===== config.mk =====
export PLATFORM = sky130hd
export DESIGN_NAME = rtc_core
export DESIGN_NICKNAME = d
export VERILOG_FILES = /design/src/rtl/rtc_pkg.sv /design/src/rtl/rtc_prescale.sv /design/src/rtl/rtc_field.sv /design/src/rtl/rtc_timekeep.sv /design/src/rtl/rtc_flags.sv /design/src/rtl/rtc_core.sv
export SDC_FILE = /design/constraint.sdc
export NUM_CORES = 1
export LEC_CHECK = 0
export ABC_AREA = 1
export BUFFER_PORTS_ARGS = -buffer_cell sky130_fd_sc_hd__clkbuf_2
export CAP_MARGIN = 20
export CORE_UTILIZATION = 53
export DETAILED_ROUTE_END_ITERATION = 6
export GPL_ROUTABILITY_DRIVEN = 0
export PLACE_DENSITY = 0.79
export SLEW_MARGIN = 20
export SYNTH_ARGS = -nofsm -noshare
export SYNTH_HDL_FRONTEND = slang
export SYNTH_HIERARCHICAL = 1
export SYNTH_SLANG_ARGS = --single-unit

===== constraint.sdc =====
create_clock -name clk -period 7.55 [get_ports clk]
set_input_delay 0.3775 -clock clk [delete_from_list [all_inputs] [get_ports clk]]
set_output_delay 0.3775 -clock clk [all_outputs]
set_load 0.05 [all_outputs]

===== src/rtl/rtc_pkg.sv =====
`timescale 1ns/1ps
package rtc_pkg;

  localparam int NFIELD = 3;

  localparam logic [2:0] DV_RUN = 3'b010;

  localparam logic [7:0] REG_A_RST = 8'h20;

  localparam int IX_CTLA = 8'h0A;
  localparam int IX_CTLB = 8'h0B;
  localparam int IX_FLAG = 8'h0C;
  localparam int IX_PWR  = 8'h0D;

  typedef struct packed {
    logic halt;
    logic per_en;
    logic alm_en;
    logic upd_en;
    logic spare3;
    logic bin;
    logic spare1;
    logic spare0;
  } ctl_b_t;

  function automatic logic [7:0] field_top_bin(int i);
    return (i == NFIELD - 1) ? 8'd23 : 8'd59;
  endfunction

  function automatic logic [7:0] to_bcd(logic [7:0] b);
    logic [7:0] tens;
    logic [7:0] ones;
    tens = b / 8'd10;
    ones = b % 8'd10;
    return {tens[3:0], ones[3:0]};
  endfunction

  function automatic logic [7:0] step_val(logic [7:0] v, logic bin);
    if (bin) return v + 8'd1;
    if (v[3:0] == 4'd9) return {v[7:4] + 4'd1, 4'd0};
    return v + 8'd1;
  endfunction

  function automatic logic [3:0] per_shift(logic [3:0] rate);
    case (rate)
      4'd1:    return 4'd7;
      4'd2:    return 4'd8;
      default: return rate - 4'd1;
    endcase
  endfunction

endpackage


===== src/rtl/rtc_prescale.sv =====
`timescale 1ns/1ps
module rtc_prescale
  import rtc_pkg::*;
#(
  parameter int SEC_LOG2 = 15,
  parameter int UIP_LEAD = 8
) (
  input  logic                clk,
  input  logic                rst_n,
  input  logic                tick,
  input  logic [2:0]          dv,
  input  logic [3:0]          rate,
  input  logic                halt,
  output logic [SEC_LOG2-1:0] cnt_q,
  output logic                run,
  output logic                hold,
  output logic                per_ev,
  output logic                sec_ev,
  output logic                uip
);

  localparam int CW = SEC_LOG2;
  localparam logic [CW-1:0] CNT_TOP = '1;

  logic          step_en;
  logic [CW-1:0] per_mask;

  assign run     = (dv == DV_RUN);
  assign hold    = (dv[2:1] == 2'b11);
  assign step_en = tick & run;

  always_comb begin
    per_mask = (CW'(1) << per_shift(rate)) - CW'(1);
  end

  assign per_ev = step_en & (rate != 4'd0) & ((cnt_q | ~per_mask) == CNT_TOP);
  assign sec_ev = step_en & ~halt & (cnt_q == CNT_TOP);

  generate
    if (UIP_LEAD > 0) begin : g_uip
      localparam logic [CW-1:0] UIP_START = CW'((1 << CW) - UIP_LEAD);
      assign uip = run & ~halt & (cnt_q >= UIP_START);
    end else begin : g_no_uip
      assign uip = 1'b0;
    end
  endgenerate

  always_ff @(posedge clk) begin
    if (!rst_n)       cnt_q <= '0;
    else if (hold)    cnt_q <= '0;
    else if (step_en) cnt_q <= cnt_q + CW'(1);
  end

endmodule


===== src/rtl/rtc_field.sv =====
`timescale 1ns/1ps
module rtc_field
  import rtc_pkg::*;
#(
  parameter logic [7:0] TOP_BIN = 8'd59
) (
  input  logic       clk,
  input  logic       rst_n,
  input  logic       inc,
  input  logic       bin,
  input  logic       wr_val,
  input  logic       wr_alm,
  input  logic [7:0] wdata,
  output logic [7:0] val,
  output logic [7:0] alm,
  output logic       carry,
  output logic       match
);

  localparam logic [7:0] TOP_BCD = to_bcd(TOP_BIN);

  logic [7:0] top;
  logic [7:0] nxt;
  logic       at_top;

  assign top    = bin ? TOP_BIN : TOP_BCD;
  assign at_top = (val == top);
  assign carry  = inc & at_top;

  always_comb begin
    if (!inc)        nxt = val;
    else if (at_top) nxt = 8'h00;
    else             nxt = step_val(val, bin);
  end

  assign match = (alm[7:6] == 2'b11) | (alm == nxt);

  always_ff @(posedge clk) begin
    if (!rst_n) begin
      val <= 8'h00;
      alm <= 8'h00;
    end else begin
      if (wr_val)   val <= wdata;
      else if (inc) val <= nxt;
      if (wr_alm)   alm <= wdata;
    end
  end

endmodule


===== src/rtl/rtc_timekeep.sv =====
`timescale 1ns/1ps
module rtc_timekeep
  import rtc_pkg::*;
#(
  parameter int IDX_W = 7
) (
  input  logic                        clk,
  input  logic                        rst_n,
  input  logic                        sec_ev,
  input  logic                        bin,
  input  logic                        wr_en,
  input  logic [IDX_W-1:0]            wr_idx,
  input  logic [7:0]                  wdata,
  output logic [NFIELD-1:0][7:0]      val,
  output logic [NFIELD-1:0][7:0]      alm,
  output logic                        alarm_hit
);

  logic [NFIELD:0]   inc_chain;
  logic [NFIELD-1:0] hit;

  assign inc_chain[0] = sec_ev;

  generate
    for (genvar i = 0; i < NFIELD; i++) begin : g_fld
      logic wr_v;
      logic wr_a;
      assign wr_v = wr_en & (wr_idx == IDX_W'(2 * i));
      assign wr_a = wr_en & (wr_idx == IDX_W'(2 * i + 1));

      rtc_field #(.TOP_BIN(field_top_bin(i))) u_fld (
        .clk    (clk),
        .rst_n  (rst_n),
        .inc    (inc_chain[i]),
        .bin    (bin),
        .wr_val (wr_v),
        .wr_alm (wr_a),
        .wdata  (wdata),
        .val    (val[i]),
        .alm    (alm[i]),
        .carry  (inc_chain[i+1]),
        .match  (hit[i])
      );
    end
  endgenerate

  assign alarm_hit = sec_ev & (&hit);

endmodule


===== src/rtl/rtc_flags.sv =====
`timescale 1ns/1ps
module rtc_flags (
  input  logic clk,
  input  logic rst_n,
  input  logic per_ev,
  input  logic upd_ev,
  input  logic alm_ev,
  input  logic clr,
  input  logic en_per,
  input  logic en_alm,
  input  logic en_upd,
  output logic pf,
  output logic af,
  output logic uf,
  output logic irqf
);

  always_ff @(posedge clk) begin
    if (!rst_n) begin
      pf <= 1'b0;
      af <= 1'b0;
      uf <= 1'b0;
    end else begin
      pf <= (pf & ~clr) | per_ev;
      af <= (af & ~clr) | alm_ev;
      uf <= (uf & ~clr) | upd_ev;
    end
  end

  assign irqf = (pf & en_per) | (af & en_alm) | (uf & en_upd);

endmodule


===== src/rtl/rtc_core.sv =====
`timescale 1ns/1ps
module rtc_core
  import rtc_pkg::*;
#(
  parameter int SEC_LOG2 = 15,
  parameter int UIP_LEAD = 8,
  parameter int IDX_W    = 7
) (
  input  logic       clk,
  input  logic       rst_n,
  input  logic       tick_base,
  input  logic       bus_wr,
  input  logic       bus_rd,
  input  logic       bus_sel,
  input  logic [7:0] bus_wdata,
  output logic [7:0] bus_rdata,
  output logic       irq
);

  logic [IDX_W-1:0]         idx_q;
  logic [6:0]               ctl_a;
  ctl_b_t                   ctl_b;
  logic [SEC_LOG2-1:0]      div_cnt;
  logic                     div_run;
  logic                     div_hold;
  logic                     per_ev;
  logic                     sec_ev;
  logic                     uip;
  logic [NFIELD-1:0][7:0]   tm_val;
  logic [NFIELD-1:0][7:0]   tm_alm;
  logic                     alarm_hit;
  logic                     pf, af, uf, irqf;
  logic                     data_wr;
  logic                     clr_flags;

  assign data_wr   = bus_wr & bus_sel;
  assign clr_flags = bus_rd & bus_sel & (idx_q == IDX_W'(IX_FLAG));

  always_ff @(posedge clk) begin
    if (!rst_n) begin
      idx_q <= '0;
      ctl_a <= REG_A_RST[6:0];
      ctl_b <= '0;
    end else begin
      if (bus_wr & ~bus_sel) idx_q <= bus_wdata[IDX_W-1:0];
      if (data_wr & (idx_q == IDX_W'(IX_CTLA))) ctl_a <= bus_wdata[6:0];
      if (data_wr & (idx_q == IDX_W'(IX_CTLB))) ctl_b <= ctl_b_t'(bus_wdata);
    end
  end

  rtc_prescale #(.SEC_LOG2(SEC_LOG2), .UIP_LEAD(UIP_LEAD)) u_pre (
    .clk    (clk),
    .rst_n  (rst_n),
    .tick   (tick_base),
    .dv     (ctl_a[6:4]),
    .rate   (ctl_a[3:0]),
    .halt   (ctl_b.halt),
    .cnt_q  (div_cnt),
    .run    (div_run),
    .hold   (div_hold),
    .per_ev (per_ev),
    .sec_ev (sec_ev),
    .uip    (uip)
  );

  rtc_timekeep #(.IDX_W(IDX_W)) u_time (
    .clk       (clk),
    .rst_n     (rst_n),
    .sec_ev    (sec_ev),
    .bin       (ctl_b.bin),
    .wr_en     (data_wr),
    .wr_idx    (idx_q),
    .wdata     (bus_wdata),
    .val       (tm_val),
    .alm       (tm_alm),
    .alarm_hit (alarm_hit)
  );

  rtc_flags u_flg (
    .clk    (clk),
    .rst_n  (rst_n),
    .per_ev (per_ev),
    .upd_ev (sec_ev),
    .alm_ev (alarm_hit),
    .clr    (clr_flags),
    .en_per (ctl_b.per_en),
    .en_alm (ctl_b.alm_en),
    .en_upd (ctl_b.upd_en),
    .pf     (pf),
    .af     (af),
    .uf     (uf),
    .irqf   (irqf)
  );

  always_comb begin
    bus_rdata = 8'h00;
    for (int i = 0; i < NFIELD; i++) begin
      if (idx_q == IDX_W'(2 * i))     bus_rdata = tm_val[i];
      if (idx_q == IDX_W'(2 * i + 1)) bus_rdata = tm_alm[i];
    end
    if (idx_q == IDX_W'(IX_CTLA)) bus_rdata = {uip, ctl_a};
    if (idx_q == IDX_W'(IX_CTLB)) bus_rdata = ctl_b;
    if (idx_q == IDX_W'(IX_FLAG)) bus_rdata = {irqf, pf, af, uf, 4'h0};
    if (idx_q == IDX_W'(IX_PWR))  bus_rdata = 8'h80;
  end

  assign irq = irqf;

endmodule


* Word level (Yosys, flattened, before mapping) *
Index checks and enable logic that the tools add are counted.

storage, ports and cells
  flip-flop bits (word level) = 88
  latch bits = 0
  memory bits (writable) = 0
  ROM bits = 0
  input port bits = 14
  memories kept = 0

cells by class
  add/sub/neg operators = 9
  multiply operators = 0
  div/mod/pow operators = 0
  $lt $le $gt $ge = 1
  equal/unequal tests = 27
  shifts and indexed selects = 1
  muxes and demuxes = 56
  bitwise logic cells = 42
  reductions and logical operators = 7

operators with widths
  operator                                            count
  2-to-1 mux 8 bit                                    34
  == test 8 bit                                       6
  == test 15 bit, second input constant               2
  AND 1 bit                                           28
  == test 7 x 4 -> 1 bit, second input constant       4
  adder 8 x 1 -> 8 bit, second input constant         3
  2-to-1 mux 1 bit                                    19
  adder 15 x 1 -> 15 bit, second input constant       1
  >= comparator 15 bit, second input constant         1
  inverter 15 bit                                     1
  OR 15 bit                                           1
  left shift 1 x 4 -> 15 bit, first input constant    1
  subtractor 15 x 2 -> 15 bit, second input constant  1
  == test 7 x 2 -> 1 bit, second input constant       2
  == test 7 x 3 -> 1 bit, second input constant       2
  adder 4 x 1 -> 4 bit, second input constant         3
  == test 4 bit, second input constant                3
  == test 2 bit, second input constant                4
  OR 1 bit                                            8
  case mux 4 bit (2 select lines)                     1
  == test 7 x 1 -> 1 bit, second input constant       1
  logical NOT 7 bit                                   1
  2-to-1 mux 7 bit                                    1
  2-to-1 mux 6 bit                                    1
  9 further kinds                                     14

* Longest topological paths before layout *
Gate-level depths: netlist of the first run.

  word-level depth = 19
  gate-level depth with buffers = 29
  depth with buffers taken out = 24

* By module *
The synthesis of the first run kept the hierarchy.

modules (own cells, without submodules)
  module                                  times used  cells each  area an instance (um2)  seq. area each (um2)
  rtc_field at u_time.g_fld[0].u_fld ...  2           186         1,132.3                 320.3
  rtc_prescale                            1           287         1,664.1                 300.3
  rtc_core                                1           251         1,497.7                 440.4
  rtc_field at u_time.g_fld[2].u_fld      1           184         1,149.9                 320.3
  rtc_flags                               1           18          121.4                   60.1
  rtc_timekeep                            1           26          108.9                   0.0

* Least setup slack after synthesis of the first run *
Ideal clock, no wire load.

  kind = register to register
  from = register u_pre.cnt_q[10]
  to = register u_flg.af
  arrival time = 3.345 ns
  data required time = 7.480 ns
  slack = 4.135 ns
  stages on the path, launching flop included = 28
  path buffers = 5
  period minus slack after synthesis = 3.415 ns
  cells stage by stage = dfxtp_1 -> nand2_1 -> nor2_1 -> inv_1 -> nor3_1 -> nor4b_1 -> buf_4 -> nand4_1 -> buf_2 -> inv_1 -> buf_4 -> nand4_1 -> buf_2 -> inv_1 -> buf_4 -> nand2_1 -> nor2_1 -> xor2_1 -> nand4_1 -> nand2_1 -> nand3_1 -> nor2_1 -> nand2_1 -> nand2_1 -> nand2_1 -> nor2_1 -> inv_1 -> a21oi_1

on the way
  longest elaborated chain between the ends = 10

RTL lines
  what                           line                RTL
  start, declared                rtc_prescale.sv:14  output logic [SEC_LOG2-1:0] cnt_q,
  start signal, assigned         rtc_prescale.sv:51  else if (step_en) cnt_q <= cnt_q + CW'(1);
  == test 15 bit                 rtc_prescale.sv:37  assign sec_ev = step_en & ~halt & (cnt_q == CNT_TOP);
  AND 1 bit                      rtc_prescale.sv:37
  named net sec_ev               rtc_core.sv:27      logic sec_ev;
  AND 1 bit                      rtc_field.sv:28     assign carry = inc & at_top;
  named net u_time.inc_chain[1]  rtc_timekeep.sv:19  logic [NFIELD:0] inc_chain;
  AND 1 bit                      rtc_field.sv:28
  named net u_time.inc_chain[2]  rtc_timekeep.sv:19
  2-to-1 mux 8 bit               rtc_field.sv:31     if (!inc) nxt = val;
  == test 8 bit                  rtc_field.sv:36     assign match = (alm[7:6] == 2'b11) | (alm == nxt);
  OR 1 bit                       rtc_field.sv:36
  named net u_time.hit[2]        rtc_timekeep.sv:20  logic [NFIELD-1:0] hit;
  AND reduction 3 bit            rtc_timekeep.sv:47  assign alarm_hit = sec_ev & (&hit);
  AND 1 bit                      rtc_timekeep.sv:47
  named net alarm_hit            rtc_core.sv:31      logic alarm_hit;
  OR 1 bit                       rtc_flags.sv:25     af <= (af & ~clr) | alm_ev;
  end signal, assigned           rtc_flags.sv:25
  end, declared                  rtc_flags.sv:13     output logic af,

The timed path passes the listed nets, and every way through them passes these cells.
A chain may end at the register's enable or synchronous reset.

* Worst setup path in the final report of the first run *
  from = register u_pre.cnt_q[3]
  to = register u_flg.af

Same word-level chain as after synthesis.

==> results.py, run 1 <==
metrics = {
    "power_and_ir_drop": {
        "comb_power_share_pct": 9.6,
        "cellPowerDensity_nw_per_um2": 147,
        "p_int_mw": 0.793,
        "ir_drop_mv": 0.137,
        "seqPwrFrac_pct": 44.6,
        "switching_share_pct": 26.7,
        "power_frac_clock_pct": 45.8,
        "switchingPower_mw": 0.289,
        "power_leakage_nw": 3.18,
    },
    "timing": {
        "rsz0062_at_grt": "no",
        "timing.hold.ws_ps": 388,
        "setup_viol": 0,
        "hold_viol": 0,
        "max-slew-margin-rel_pct": 48.9,
        "fin_worst_skew_ps": 8.84,
        "worst_slew_pin_slew_ps": 764,
        "fin_crit_ps": 4430,
        "post-route-period-util_pct": 58.7,
        "tns_ps": 0,
        "fmax_mhz": 226,
        "slew_viol_final": 0,
    },
    "synthesis": {
        "syn_nets": 1166,
        "synth.avg_cell_area_um2": 5.99,
        "syn_area_um2": 6800,
        "postSynthCellCount": 1136,
        "ys_warn_count": 6,
    },
    "clock_network": {
        "ctsHoldBuffers": 0,
        "clkSinkCount": 88,
        "cts_setup_buffers": 0,
        "root_buffer": "clkbuf_16",
        "ctsResizeCount": 0,
        "cts_max_level": 3,
        "worstSkewPairLatency_ps": 340,
        "cts_tree": "done",
        "path_clk_slew_ps": 70,
        "cts_buffers": 9,
        "cts_buffer_depth": 2,
    },
    "job": {
        "drv_cap": 0,
    },
    "global_route": {
        "grt_pass1_vias": 6188,
        "grt_usage_pct": 28.6,
        "grtUsageMet2_pct": 47.8,
        "grt.met1_usage_pct": 38.7,
        "antenna_found_initial": 0,
        "globalRouteOverflowTotal": 0,
        "grt_pass1_wl_mm": 29.9,
        "grtUsageMet3_pct": 3.43,
        "grt_max_degree": 52,
        "busiest_layer": "met2",
    },
    "routing": {
        "vias_per_cell": 5.48,
        "first_pass_iters": 5,
        "vias": 7286,
        "drc": 0,
        "ant_nets": 0,
        "avgRoutedWirePerCell_um": 14.0,
        "totalWireLength_mm": 18.7,
        "drt_iter0_drc": 647,
    },
    "critical_path": {
        "required_ps": 7830,
        "ff2ff_setup_slack_ps": 3120,
        "reg2reg_depth": 22,
        "cp-start-kind": "register",
        "critPathKind": "reg2reg",
        "critPathArrivalTime_ps": 4710,
        "critPathCaptureType": "register",
        "critical_path.max_fanout": 12,
    },
    "floorplanning": {
        "start_util_pct": 54.1,
        "dieArea_um2": 13300,
        "placementRows": 41,
        "die_h_um": 115,
        "core_area_um2": 12600,
        "io_pins": 23,
        "die_x_um": 115,
    },
    "place": {
        "placed_area_um2": 7020,
        "hpwl_mm": 13.7,
        "port-buffer-count": 22,
    },
    "outcome": {
        "status": "finished clean",
    },
    "finish": {
        "final_cell_mix": "303 x nand2_1, 148 x inv_1, 129 x nor2_1",
        "areaGrowthSynthToFinish_pct": 8.02,
        "diodes": 0,
        "final_common_cell": "nand2_1",
        "postLayoutCellArea_um2": 7340,
        "drive_gt1_share_pct": 10.6,
        "nets": 1182,
        "n_fill_cell": 1256,
    },
    "worst_hold_path": {
        "hold_depth": 3,
        "hold_class": "in2reg",
    },
}
[path summary, 6_finish.rpt]
kind / start / endpoint
worst max-delay path: u_pre/cnt_q[3] / u_flg/af
worst min register to register: ctl_b[3] / ctl_b[3]
worst min-delay path: tick_base / u_pre/cnt_q[0]
worst max register to register: u_pre/cnt_q[3] / u_flg/af
[layer usage]
layer / wire [um] / vias up
met3: 1210 / 24
met2: 8630 / 236
li1: - / 3711
met4: 302 / 0
met5: 0 / -
met1: 8520 / 3315
[power by group through the flow]
stage	Sequential (mW)	Combinational, mW	Clock, mW
global placement	0.493	0.101	0
floorplan	0.490	0.0737	0
CTS	0.483	0.103	0.496
global route	0.484	0.115	0.513
detailed placement	0.493	0.102	0
finish	0.483	0.104	0.495
[critical path: stages (launching register included)]
cell,delay (ps)
dfxtp_1,340
inv_1,80
nor3_1,280
nand2_1,110
nor4b_2,230
buf_4,250
nand4_1,390
inv_1,430
nand4_1,470
inv_1,460
nand2_1,90
nor2_1,130
xor2_1,240
nand4_1,130
nand2_1,90
nand3_1,80
nor2_1,110
nand2_1,60
nand2_1,80
nand2_1,50
nor2_1,80
inv_1,40
a21oi_1,130
[registers in the layout (all words and copies together) (netlist names)]
name and flops:
u_time/g_fld.u_fld/alm 24, u_time/g_fld.u_fld/val 24, u_pre/cnt_q 15, ctl_b 8
ctl_a 7, idx_q 7, u_flg/af 1, u_flg/pf 1
u_flg/uf 1
[area by class of cell]
type	instances	area, um^2	area share [%]
Timing Repair Buffer	25	133	1.81
Multi-Input combinational cell	864	4290	58.4
Clock inverter	7	101	1.38
Clock buffer	9	225	3.07
Inverter	164	622	8.47
Tap cell	172	215	2.93
Sequential cell	88	1760	24.0
[through the flow]
| stage | power [mW] | utilization, % | cells | setup slack (ps) |
|---|---|---|---|---|
| 3_5_place_dp | 0.595 | 55.8 | 1313 | 3280 |
| 4_1_cts | 1.08 | 58.4 | 1329 | 3260 |
| 3_3_place_gp | 0.594 | 55.8 | 1313 | 3390 |
| 5_1_grt | 1.11 | 58.4 | 1329 | 2710 |
| 6_report | 1.08 | 58.4 | 1329 | 3120 |
| 2_1_floorplan | 0.563 | - | 1136 | 4140 |
No activity file was read; power rests on OpenSTA's default activity.
==> run 2: changes to the inputs <==
clock period = 4.6 ns   (was 7.55 ns; I/O delays follow)
==> run 2 against run 1 <==
  * First-iteration DRC count rose by 21%
  * Critical path depth rose by 1
  * Final cell count barely moved
  * Fmax rose by 7.8%
  * Utilization fell by 0.21 points
  * Largest cell class unchanged
==> results.py, run 2 (synthesized netlist as in run 1, its figures left out) <==
metrics = {
    "routing": {
        "first_pass_iters": 5,
        "vias": 7286,
        "totalWireLength_mm": 18.8,
        "drt-met1-wl_mm": 8.55,
        "avgRoutedWirePerCell_um": 14.2,
        "wl_met2_mm": 8.70,
        "drc": 0,
        "drt_iter0_drc": 783,
        "vias_per_cell": 5.48,
        "routed.top_layer": "met4",
        "ant_nets": 0,
        "wl_met3_mm": 1.02,
    },
    "floorplanning": {
        "die_h_um": 115,
        "dieArea_um2": 13300,
        "placementRows": 41,
        "die_x_um": 115,
        "io_pins": 23,
        "start_util_pct": 54.1,
        "core_area_um2": 12600,
    },
    "global_route": {
        "grt_pass1_wl_mm": 30.8,
        "antenna_found_initial": 0,
        "grt_usage_pct": 29.4,
        "globalRouteOverflowTotal": 0,
        "grt_pass1_vias": 6374,
        "grt_max_degree": 28,
    },
    "worst_hold_path": {
        "hold_depth": 3,
        "hold_end": "u_pre/cnt_q[0]",
        "hold_class": "in2reg",
        "min-delay-start": "tick_base",
    },
    "power_and_ir_drop": {
        "power_frac_clock_pct": 42.6,
        "switchingPower_mw": 0.460,
        "switching_share_pct": 27.4,
        "cellPowerDensity_nw_per_um2": 229,
        "seqPwrFrac_pct": 47.2,
        "p_int_mw": 1.22,
        "power_leakage_nw": 3.18,
        "ir_drop_mv": 0.195,
        "comb_power_share_pct": 10.2,
    },
    "critical_path": {
        "critical_path.max_fanout": 11,
        "rr_endpoint": "u_flg/af",
        "reg2reg_depth": 23,
        "critPathArrivalTime_ps": 4390,
        "critPathCaptureType": "register",
        "critPathSlowestCell": "nand4_1",
        "cpMostUsedCell": "nand2_1",
        "critPathKind": "reg2reg",
        "worstPathCellList": "nand2_1 > nor2_1 > inv_1 > nor3_1 > nor4b_2 > nand4_1 > inv_1 > nand4_1 > buf_4 > inv_1 > nand2_1 > nor2_1 > xor2_1 > nand4_1 > nand2_1 > nand3_1 > nor2_1 > nand2_1 > nand2_1 > nand2_1 > nor2_1 > inv_1 > a21oi_1",
        "slowest_delay_ps": 460,
        "cp-start-kind": "register",
        "r2r_start": "u_pre/cnt_q[10]",
        "required_ps": 4880,
        "ff2ff_setup_slack_ps": 490,
    },
    "clock_network": {
        "ctsResizeCount": 0,
        "cts_buffer_depth": 2,
        "cts_tree": "done",
        "cts_setup_buffers": 0,
        "root_buffer": "clkbuf_16",
        "path_clk_slew_ps": 70,
        "ctsHoldBuffers": 0,
        "cts_buffers": 9,
        "worstSkewPairLatency_ps": 350,
        "clkSinkCount": 88,
        "cts_max_level": 3,
    },
    "finish": {
        "seqCellArea_um2": 1760,
        "multi_input_area_um2": 4290,
        "areaGrowthSynthToFinish_pct": 7.64,
        "final_cell_mix": "303 x nand2_1, 148 x inv_1, 129 x nor2_1",
        "postLayoutCellArea_um2": 7320,
        "final_common_cell": "nand2_1",
        "diodes": 0,
        "drive_gt1_share_pct": 10.7,
        "largest_registers": "u_time/g_fld.u_fld/alm x24, u_time/g_fld.u_fld/val x24, u_pre/cnt_q x15",
        "n_fill_cell": 1250,
        "nets": 1183,
    },
    "timing": {
        "tns_ps": 0,
        "slew_viol_final": 0,
        "post-route-period-util_pct": 89.4,
        "fin_crit_ps": 4110,
        "setup_viol": 0,
        "rsz0062_at_grt": "no",
        "worst_slew_pin_slew_ps": 783,
        "fmax_mhz": 243,
        "max-slew-margin-rel_pct": 47.6,
        "hold_viol": 0,
        "fin_worst_skew_ps": 6.63,
    },
    "place": {
        "port-buffer-count": 22,
        "hpwl_mm": 14.1,
        "placed_area_um2": 7030,
    },
    "job": {
        "drv_cap": 0,
    },
    "outcome": {
        "status": "finished clean",
    },
}
## run 2: critical path, delay by kind of cell (launching register included)
family                    cells  cell delay (ps)
AOI/OAI and AO/OA             1              120
xor gates and xnor gates      1              240
buffers and inverters         5             1030
DFF                           1              350
and+or+nand+nor              16             2280
## run 2: area by class of cell
class / instances / share of cell area (%)
Inverter: 164 / 8.50
Multi-Input combinational cell: 864 / 58.6
Tap cell: 172 / 2.94
Clock inverter: 5 / 0.547
Clock buffer: 11 / 3.45
Sequential cell: 88 / 24.1
Timing Repair Buffer: 26 / 1.91
## run 2: power groups by stage
stage	logic [mW]	registers [mW]	clock network (mW)
finish	0.172	0.792	0.715
global route	0.192	0.794	0.756
CTS	0.170	0.792	0.721
detailed placement	0.169	0.809	0
global placement	0.167	0.809	0
floorplan	0.121	0.804	0
## run 2: worst max path at each step
stage	startpoint	to
2_1_floorplan	u_pre/cnt_q[10]	u_flg/af
3_3_place_gp	u_pre/cnt_q[10]	u_flg/af
3_5_place_dp	u_pre/cnt_q[10]	u_flg/af
4_1_cts	u_pre/cnt_q[10]	u_flg/af
5_1_grt	u_pre/cnt_q[3]	u_flg/af
6_report	u_pre/cnt_q[10]	u_flg/af
## run 2: metal layers
metal,vias up,track usage (%)
li1,3701,-
met1,3283,39.4
met2,260,47.7
met3,42,3.80
met4,0,12.3
met5,-,0
## run 2: metrics by stage
| step | std cells | hold slack [ps] | worst slack, ps | utilization, % | power, mW |
|---|---|---|---|---|---|
| after floorplan | 1136 | 356 | 1190 | - | 0.925 |
| after global placement | 1314 | 442 | 671 | 55.9 | 0.976 |
| after detailed placement | 1314 | 449 | 569 | 55.9 | 0.978 |
| after CTS | 1330 | 243 | 565 | 58.2 | 1.68 |
| after global routing | 1330 | 244 | 175 | 58.2 | 1.74 |
| final | 1330 | 245 | 487 | 58.2 | 1.68 |
